`config.mk`:
```
export PLATFORM = sky130hd
export DESIGN_NAME = dbs_burst_splitter
export DESIGN_NICKNAME = d
export VERILOG_FILES = /design/src/rtl/dbs_pkg.sv /design/src/rtl/dbs_align_calc.sv /design/src/rtl/dbs_issue_fsm.sv /design/src/rtl/dbs_burst_splitter.sv
export SDC_FILE = /design/constraint.sdc
export NUM_CORES = 1
export LEC_CHECK = 0
export ABC_AREA = 1
export BUFFER_PORTS_ARGS = -buffer_cell sky130_fd_sc_hd__buf_4
export CAP_MARGIN = 20
export CORE_UTILIZATION = 59
export DETAILED_ROUTE_END_ITERATION = 10
export PLACE_DENSITY = 0.81
export SYNTH_ARGS = -nofsm -noshare
export SYNTH_HDL_FRONTEND = slang
export SYNTH_SLANG_ARGS = --single-unit
```
`constraint.sdc`:
```
create_clock -name clk -period 2.1 [get_ports clk]
set_input_delay 0.42 -clock clk [delete_from_list [all_inputs] [get_ports clk]]
set_output_delay 0.42 -clock clk [all_outputs]
set_load 0.05 [all_outputs]
```
`src/rtl/dbs_pkg.sv`:
```
package dbs_pkg;
    localparam int ADDR_W   = 32;
    localparam int LEN_W    = 9;
    localparam int SIZE_W   = 2;
    localparam int MAX_SIZE = 2;

    typedef struct packed {
        logic [ADDR_W-1:0] addr;
        logic [LEN_W-1:0]  beats;
    } seg_t;

    typedef enum logic [1:0] {
        ST_IDLE   = 2'd0,
        ST_FIRST  = 2'd1,
        ST_SECOND = 2'd2
    } st_e;

    typedef struct packed {
        st_e               st;
        seg_t              first;
        seg_t              second;
        logic              split;
        logic [SIZE_W-1:0] size;
        logic              incr;
        logic [LEN_W-1:0]  len;
    } issue_t;
endpackage

```
`src/rtl/dbs_align_calc.sv`:
```
module dbs_align_calc
    import dbs_pkg::*;
(
    input  logic [ADDR_W-1:0] addr_i,
    input  logic [LEN_W-1:0]  beats_i,
    input  logic [SIZE_W-1:0] size_i,
    input  logic              incr_i,
    output logic              split_o,
    output seg_t              first_o,
    output seg_t              second_o
);
    logic [ADDR_W-1:0] span;
    logic [ADDR_W-1:0] mask;
    logic [ADDR_W-1:0] off;
    logic [ADDR_W-1:0] room;
    logic [ADDR_W-1:0] base;
    logic [LEN_W-1:0]  head_beats;

    always_comb begin
        span       = ADDR_W'(beats_i) << size_i;
        mask       = span - ADDR_W'(1);
        off        = addr_i & mask;
        base       = addr_i & ~mask;
        room       = span - off;
        head_beats = LEN_W'(room >> size_i);
        split_o    = incr_i && (off != '0);

        first_o.addr  = addr_i;
        first_o.beats = split_o ? head_beats : beats_i;

        second_o.addr  = base + span;
        second_o.beats = split_o ? (beats_i - head_beats) : '0;
    end
endmodule

```
`src/rtl/dbs_issue_fsm.sv`:
```
module dbs_issue_fsm
    import dbs_pkg::*;
(
    input  logic              clk,
    input  logic              rst_n,
    input  logic              req_valid,
    output logic              req_ready,
    input  logic [ADDR_W-1:0] req_addr,
    input  logic [LEN_W-1:0]  req_beats,
    input  logic [SIZE_W-1:0] req_size,
    input  logic              req_incr,
    input  logic              split_i,
    input  seg_t              first_i,
    input  seg_t              second_i,
    output logic              txn_valid,
    input  logic              txn_ready,
    output logic [ADDR_W-1:0] txn_addr,
    output logic [LEN_W-1:0]  txn_beats,
    output logic [SIZE_W-1:0] txn_size,
    output logic              txn_incr
);
    localparam issue_t RESET_STATE = '{st: ST_IDLE, first: '0, second: '0,
                                       split: 1'b0, size: '0, incr: 1'b0, len: '0};

    issue_t s_d, s_q;

    always_comb begin
        s_d = s_q;
        case (s_q.st)
            ST_IDLE: begin
                if (req_valid) begin
                    s_d.st     = ST_FIRST;
                    s_d.first  = first_i;
                    s_d.second = second_i;
                    s_d.split  = split_i;
                    s_d.size   = req_size;
                    s_d.incr   = req_incr;
                    s_d.len    = req_beats;
                end
            end
            ST_FIRST: begin
                if (txn_ready) s_d.st = s_q.split ? ST_SECOND : ST_IDLE;
            end
            ST_SECOND: begin
                if (txn_ready) s_d.st = ST_IDLE;
            end
            default: s_d.st = ST_IDLE;
        endcase
    end

    always_ff @(posedge clk or negedge rst_n) begin
        if (!rst_n) s_q <= RESET_STATE;
        else        s_q <= s_d;
    end

    assign req_ready = (s_q.st == ST_IDLE);
    assign txn_valid = (s_q.st != ST_IDLE);
    assign txn_addr  = (s_q.st == ST_SECOND) ? s_q.second.addr  : s_q.first.addr;
    assign txn_beats = (s_q.st == ST_SECOND) ? s_q.second.beats : s_q.first.beats;
    assign txn_size  = s_q.size;
    assign txn_incr  = s_q.incr;

    // Window arithmetic used only by the checks below
    logic [ADDR_W-1:0] win_span, win_off, win_used, in_span;
    always_comb begin
        win_span = ADDR_W'(s_q.len) << s_q.size;
        win_off  = txn_addr & (win_span - ADDR_W'(1));
        win_used = ADDR_W'(txn_beats) << s_q.size;
        in_span  = ADDR_W'(req_beats) << req_size;
    end

    p_busy_r6: assert property (@(posedge clk) disable iff (!rst_n)
        txn_valid |-> !req_ready);

    p_hold_r7: assert property (@(posedge clk) disable iff (!rst_n)
        (txn_valid && !txn_ready) |=> (txn_valid && $stable(txn_addr) &&
                                       $stable(txn_beats) && $stable(txn_size) &&
                                       $stable(txn_incr)));

    p_nocross_r3: assert property (@(posedge clk) disable iff (!rst_n)
        (txn_valid && s_q.incr) |-> ((win_off + win_used) <= win_span));

    p_sum_r4: assert property (@(posedge clk) disable iff (!rst_n)
        (s_q.st == ST_SECOND) |-> ((s_q.first.beats + s_q.second.beats) == s_q.len));

    p_fixed_single_r2: assert property (@(posedge clk) disable iff (!rst_n)
        (txn_valid && !s_q.incr) |-> (s_q.st == ST_FIRST && !s_q.split));

    p_aligned_r5: assert property (@(posedge clk) disable iff (!rst_n)
        (req_valid && req_ready && req_incr &&
         ((req_addr & (in_span - ADDR_W'(1))) == '0)) |=> !s_q.split);

    p_second_on_edge_r4: assert property (@(posedge clk) disable iff (!rst_n)
        (s_q.st == ST_SECOND) |-> (win_off == '0));
endmodule

```
`src/rtl/dbs_burst_splitter.sv`:
```
module dbs_burst_splitter
    import dbs_pkg::*;
(
    input  logic              clk,
    input  logic              rst_n,
    input  logic              req_valid,
    output logic              req_ready,
    input  logic [ADDR_W-1:0] req_addr,
    input  logic [LEN_W-1:0]  req_beats,
    input  logic [SIZE_W-1:0] req_size,
    input  logic              req_incr,
    output logic              txn_valid,
    input  logic              txn_ready,
    output logic [ADDR_W-1:0] txn_addr,
    output logic [LEN_W-1:0]  txn_beats,
    output logic [SIZE_W-1:0] txn_size,
    output logic              txn_incr
);
    logic split_w;
    seg_t first_w, second_w;

    dbs_align_calc u_calc (
        .addr_i   (req_addr),
        .beats_i  (req_beats),
        .size_i   (req_size),
        .incr_i   (req_incr),
        .split_o  (split_w),
        .first_o  (first_w),
        .second_o (second_w)
    );

    dbs_issue_fsm u_fsm (
        .clk       (clk),
        .rst_n     (rst_n),
        .req_valid (req_valid),
        .req_ready (req_ready),
        .req_addr  (req_addr),
        .req_beats (req_beats),
        .req_size  (req_size),
        .req_incr  (req_incr),
        .split_i   (split_w),
        .first_i   (first_w),
        .second_i  (second_w),
        .txn_valid (txn_valid),
        .txn_ready (txn_ready),
        .txn_addr  (txn_addr),
        .txn_beats (txn_beats),
        .txn_size  (txn_size),
        .txn_incr  (txn_incr)
    );
endmodule

```
==> results of run 1 <==
## cell usage after synthesis, types with 19 or more instances
cell type | n | area share (%)
a21oi_1 | 27 | 1.9
clkbuf_1 | 19 | 0.99
dfrtp_1 | 88 | 30
inv_1 | 92 | 4.8
inv_2 | 24 | 1.2
mux2_2 | 25 | 3.9
nand2_1 | 363 | 19
nand2_2 | 32 | 2.8
nand3_1 | 94 | 6.5
nand4_1 | 21 | 1.8
nor2_1 | 74 | 3.8
o21ai_0 | 70 | 4.8
o21ai_1 | 27 | 1.9
## through the flow
stage	instance area (um2)	setup slack, ns	utilization [%]	hold WS, ns	TNS, ns
after floorplan	7590	-0.942	-	0.124	-20.80
after global placement	10100	-1.27	84.3	0.353	-43.00
after detailed placement	10100	-1.38	84.3	0.351	-46.20
## kinds of logic after synthesis
group                    Yosys count
AO/OA/AOI/OAI                    156
XOR/XNOR                          21
adder cells (fa/ha/maj)           12
buffers and inverters            157
flip-flops                        88
multiplexers                      26
AND/OR/NAND/NOR                  632
==> results.sh, run 1 <==
export IMPL_synth_top_family_by_area="simple AND/OR/NAND/NOR gates"
export IMPL_status="did not finish"
export IMPL_synthSimpleGateAreaFrac_pct=40.0
export IMPL_synth_seq_cells=88
export IMPL_clockBufferDepth=2
export IMPL_io_pins=94
export IMPL_synth_area_mux_share_pct=4.03
export IMPL_synth_compound_area_share_pct=11.8
export IMPL_synth_distinct_cells=54
export IMPL_clkSinkCount=88
export IMPL_synthAdderAreaFrac_pct=2.18
export IMPL_ctsHoldBuffers=1
export IMPL_synthCells=1092
export IMPL_post_cts_buffers=53
export IMPL_synth_area_um2=7240
export IMPL_rows=40
export IMPL_start_util_pct=60.5
export IMPL_dp_hpwl_mm=19.5
export IMPL_gp_congestion=1.01
export IMPL_error_message="[ERROR DPL-0033] detailed placement checks failed during check placement."
export IMPL_yosysWarnings=0
export IMPL_synth_edf_count=0
export IMPL_avgSynthCellArea_um2=6.63
export IMPL_async_reset_ff_share_pct=100
export IMPL_cts_buffers=9
export IMPL_dpl_cell_count=1528
export IMPL_ctsRootBufferMaster="clkbuf_16"
export IMPL_yosysSeqAreaShare_pct=30.4
export IMPL_synth_top_flop_cell="dfrtp_1"
export IMPL_postCtsResizedCells=201
export IMPL_htree_num_levels=3
export IMPL_failed_stage="clock tree synthesis (4_1_cts)"
export IMPL_io_buffers=93
export IMPL_synth_xor_area_share_pct=2.54
export IMPL_die_h_um=113
export IMPL_die_w_um=113
export IMPL_syn_nets=1152
==> run 2, diff against run 1 <==
CORE_UTILIZATION = 40   (was 59)
PLACE_DENSITY = not set   (was 0.81)
PLACE_DENSITY_LB_ADDON = 0.15   (was not set)
==> run 2 against run 1 <==
Effect of this change: the flow now finishes, with violations (negative setup slack); synthesized cell count is the same; synthesized area did not move.
==> results.sh, run 2 <==
export IMPL_rsz0062_at_grt="yes"
export IMPL_syn_to_final_growth_pct=80.2
export IMPL_final_max_slew_viol_count=0
export IMPL_yosysSeqAreaShare_pct=30.4
export IMPL_finalHoldViolCount=0
export IMPL_p_per_area_nw_per_um2=960
export IMPL_cp_arrival_ns=3.33
export IMPL_drive_above_1_share_pct=55.2
export IMPL_drt_initial_drc_count=837
export IMPL_wl_per_cell_um=17.4
export IMPL_netlist_area_leader_share_pct=30.4
export IMPL_grtUsageTotal_pct=30.0
export IMPL_rows=48
export IMPL_reg2regPathDepth=7
export IMPL_synth_seq_cells=88
export IMPL_avgSynthCellArea_um2=6.63
export IMPL_fill_cells=1212
export IMPL_largest_register="u_fsm.s_q"
export IMPL_grt_pass1_wl_mm=42.9
export IMPL_drc=0
export IMPL_die_area_um2=18600
export IMPL_finalCritPeriodShare_pct=147
export IMPL_layout_common_cells="376 x buf_4, 278 x nand2_1, 87 x dfrtp_1"
export IMPL_ctsRootBufferMaster="clkbuf_16"
export IMPL_clk_pin_slew_ns=0.06
export IMPL_multiInputGateArea_um2=5920
export IMPL_antenna_left=0
export IMPL_relSlewSlack_pct=64.8
export IMPL_grt_max_degree=76
export IMPL_reg2reg_to="u_fsm.s_q[35]"
export IMPL_dr_pass1_iters=6
export IMPL_start_util_pct=41.4
export IMPL_worst_slack_ns=-0.990
export IMPL_r2r_setup_slack_ns=0.39
export IMPL_syn_nets=1152
export IMPL_async_reset_ff_share_pct=100
export IMPL_vias=9365
export IMPL_worst_pin_slew_ns=0.527
export IMPL_clockBufferDepth=2
export IMPL_cts_buffers=9
export IMPL_synth_edf_count=0
export IMPL_synth_top_cells_by_count="363 x nand2_1, 94 x nand3_1, 92 x inv_1, 88 x dfrtp_1, 74 x nor2_1"
export IMPL_postLayoutCellArea_um2=13000
export IMPL_die_h_um=137
export IMPL_grt_antenna_before_repair=0
export IMPL_power_w=0.0125
export IMPL_synth_area_um2=7240
export IMPL_vias_per_cell=5.36
export IMPL_clk_latency_ns=0.36
export IMPL_dp_hpwl_mm=19.5
export IMPL_place_ws_ns=-1.46
export IMPL_yosysWarnings=0
export IMPL_htree_num_levels=3
export IMPL_clock_skew_ns=0.0105
export IMPL_grt_pass1_vias=8519
export IMPL_ir_worst_vdd_v=0.00153
export IMPL_largest_reg_flops=85
export IMPL_synth_area_leaders="dfrtp_1 30%, nand2_1 19%, nand3_1 6.5%, o21ai_0 4.8%, inv_1 4.8%"
export IMPL_die_w_um=137
export IMPL_yosys_area_top_type="dfrtp_1"
export IMPL_postPlaceCellArea_um2=10400
export IMPL_critPathLaunchType="primary input"
export IMPL_wl_mm=30.3
export IMPL_yosysMostFrequentCell="nand2_1"
export IMPL_io_buffers=93
export IMPL_gp_congestion=0.911
export IMPL_overflow=0
export IMPL_end_kind="flop"
export IMPL_r2r_start="u_fsm.s_q[96]"
export IMPL_setup_violations=59
export IMPL_synthCells=1092
export IMPL_clkSinkCount=88
export IMPL_cp_required_ns=2.34
export IMPL_violations="negative setup slack"
export IMPL_criticalPathCategory="primary input to flop"
export IMPL_status="complete, but fails checks"
export IMPL_cts_tree="built"
export IMPL_crit_path_max_fanout=6
export IMPL_utilization_pct=74.7
export IMPL_synth_distinct_cells=54
export IMPL_max_freq_mhz=324
export IMPL_ff_latch_area_um2=2200
export IMPL_diodes=0
export IMPL_ctsHoldBuffers=0
export IMPL_hold_class="primary input to async pin"
export IMPL_finalCriticalPeriod_ns=3.09
export IMPL_synth_top_flop_cell="dfrtp_1"
export IMPL_maxCapViolCount=0
export IMPL_fin_tns_setup_ns=-29.17
export IMPL_layout_commonest_cell="buf_4"
export IMPL_fin_nets=1577
export IMPL_core_um2=17500
export IMPL_io_pins=94
export IMPL_p_leak_nw=6.64
==> run 2: kinds of logic (layout without fill, tap and decap cells) <==
family / Yosys count / in the layout / synth area share, %
AOI/OAI and AO/OA: 156 / 156 / 11.8
muxes: 26 / 26 / 4.03
DFF: 88 / 88 / 30.4
and+or+nand+nor: 632 / 632 / 40.0
xor gates and xnor gates: 21 / 21 / 2.54
buffers and inverters: 157 / 586 / 8.97
adders and majority gates: 12 / 12 / 2.18
==> run 2: final cells by class <==
type / instances / area share (%)
timing repair inverter: 2 / 0.153
multi-input combinational: 847 / 45.4
sequential: 88 / 16.9
timing repair buffer: 448 / 29.1
clock inverter: 4 / 0.537
inverter: 121 / 4.03
tap: 225 / 2.16
clock buffer: 11 / 1.78
==> run 2: power breakdown <==
part           switching (W)  internal (W)  total, W
Combinational        0.00483       0.00304   0.00788
Clock               0.000708       0.00103   0.00174
Sequential          0.000411       0.00249   0.00290
==> run 2: worst max-delay path, cell delays in order <==
cell      delay, ns
buf_12         0.13
inv_12         0.07
nand2_4        0.06
nand2_4        0.10
nand2_8        0.07
ha_4           0.24
inv_2          0.07
nand2_2        0.05
nand2_2        0.06
nand2_2        0.07
nand2_2        0.07
nand2_1        0.04
nand2_1        0.07
nand2_2        0.09
xor2_2         0.17
nand2_2        0.11
o21ai_4        0.09
a21boi_2       0.21
inv_2          0.08
fa_2           0.39
o21ai_2        0.18
nand4_1        0.19
nand2_1        0.11
nand2_1        0.05
nand3_1        0.07
nand2_1        0.05
==> run 2: per-layer routing <==
layer / vias up / part of all wire [%] / track usage [%]
li1: 4433 / - / -
met1: 4429 / 43 / 42.3
met2: 399 / 47 / 47.7
met3: 104 / 5.9 / 3.37
met4: 0 / 4.0 / 9.69
met5: - / 0 / 0
==> run 2: worst max path at each step <==
| stage | end | cells past startpoint | start |
|---|---|---|---|
| 4_1_cts | u_fsm.s_q[19] | 29 | req_size[0] |
| 2_1_floorplan | u_fsm.s_q[20] | 27 | req_size[1] |
| 5_1_grt | u_fsm.s_q[20] | 29 | req_size[0] |
| 6_report | u_fsm.s_q[21] | 26 | req_size[0] |
| 3_5_place_dp | u_fsm.s_q[19] | 28 | req_size[0] |
| 3_3_place_gp | u_fsm.s_q[21] | 28 | req_size[0] |
==> run 2: stage by stage <==
step | hold slack (ns) | cells
after floorplan | 0.124 | 1092
after global placement | 0.413 | 1629
after detailed placement | 0.414 | 1629
after CTS | 0.0447 | 1717
after global routing | 0.0656 | 1746
final | 0.0309 | 1746
==> run 2: what timing repair did <==
item	CTS	global route
gates cloned	4	1
resized for setup	245	150
setup endpoints to repair	72	77
hold endpoints to repair	0	0
buffers inserted	72	32
pin swaps	98	87
Power figures use the tool's default switching activity.
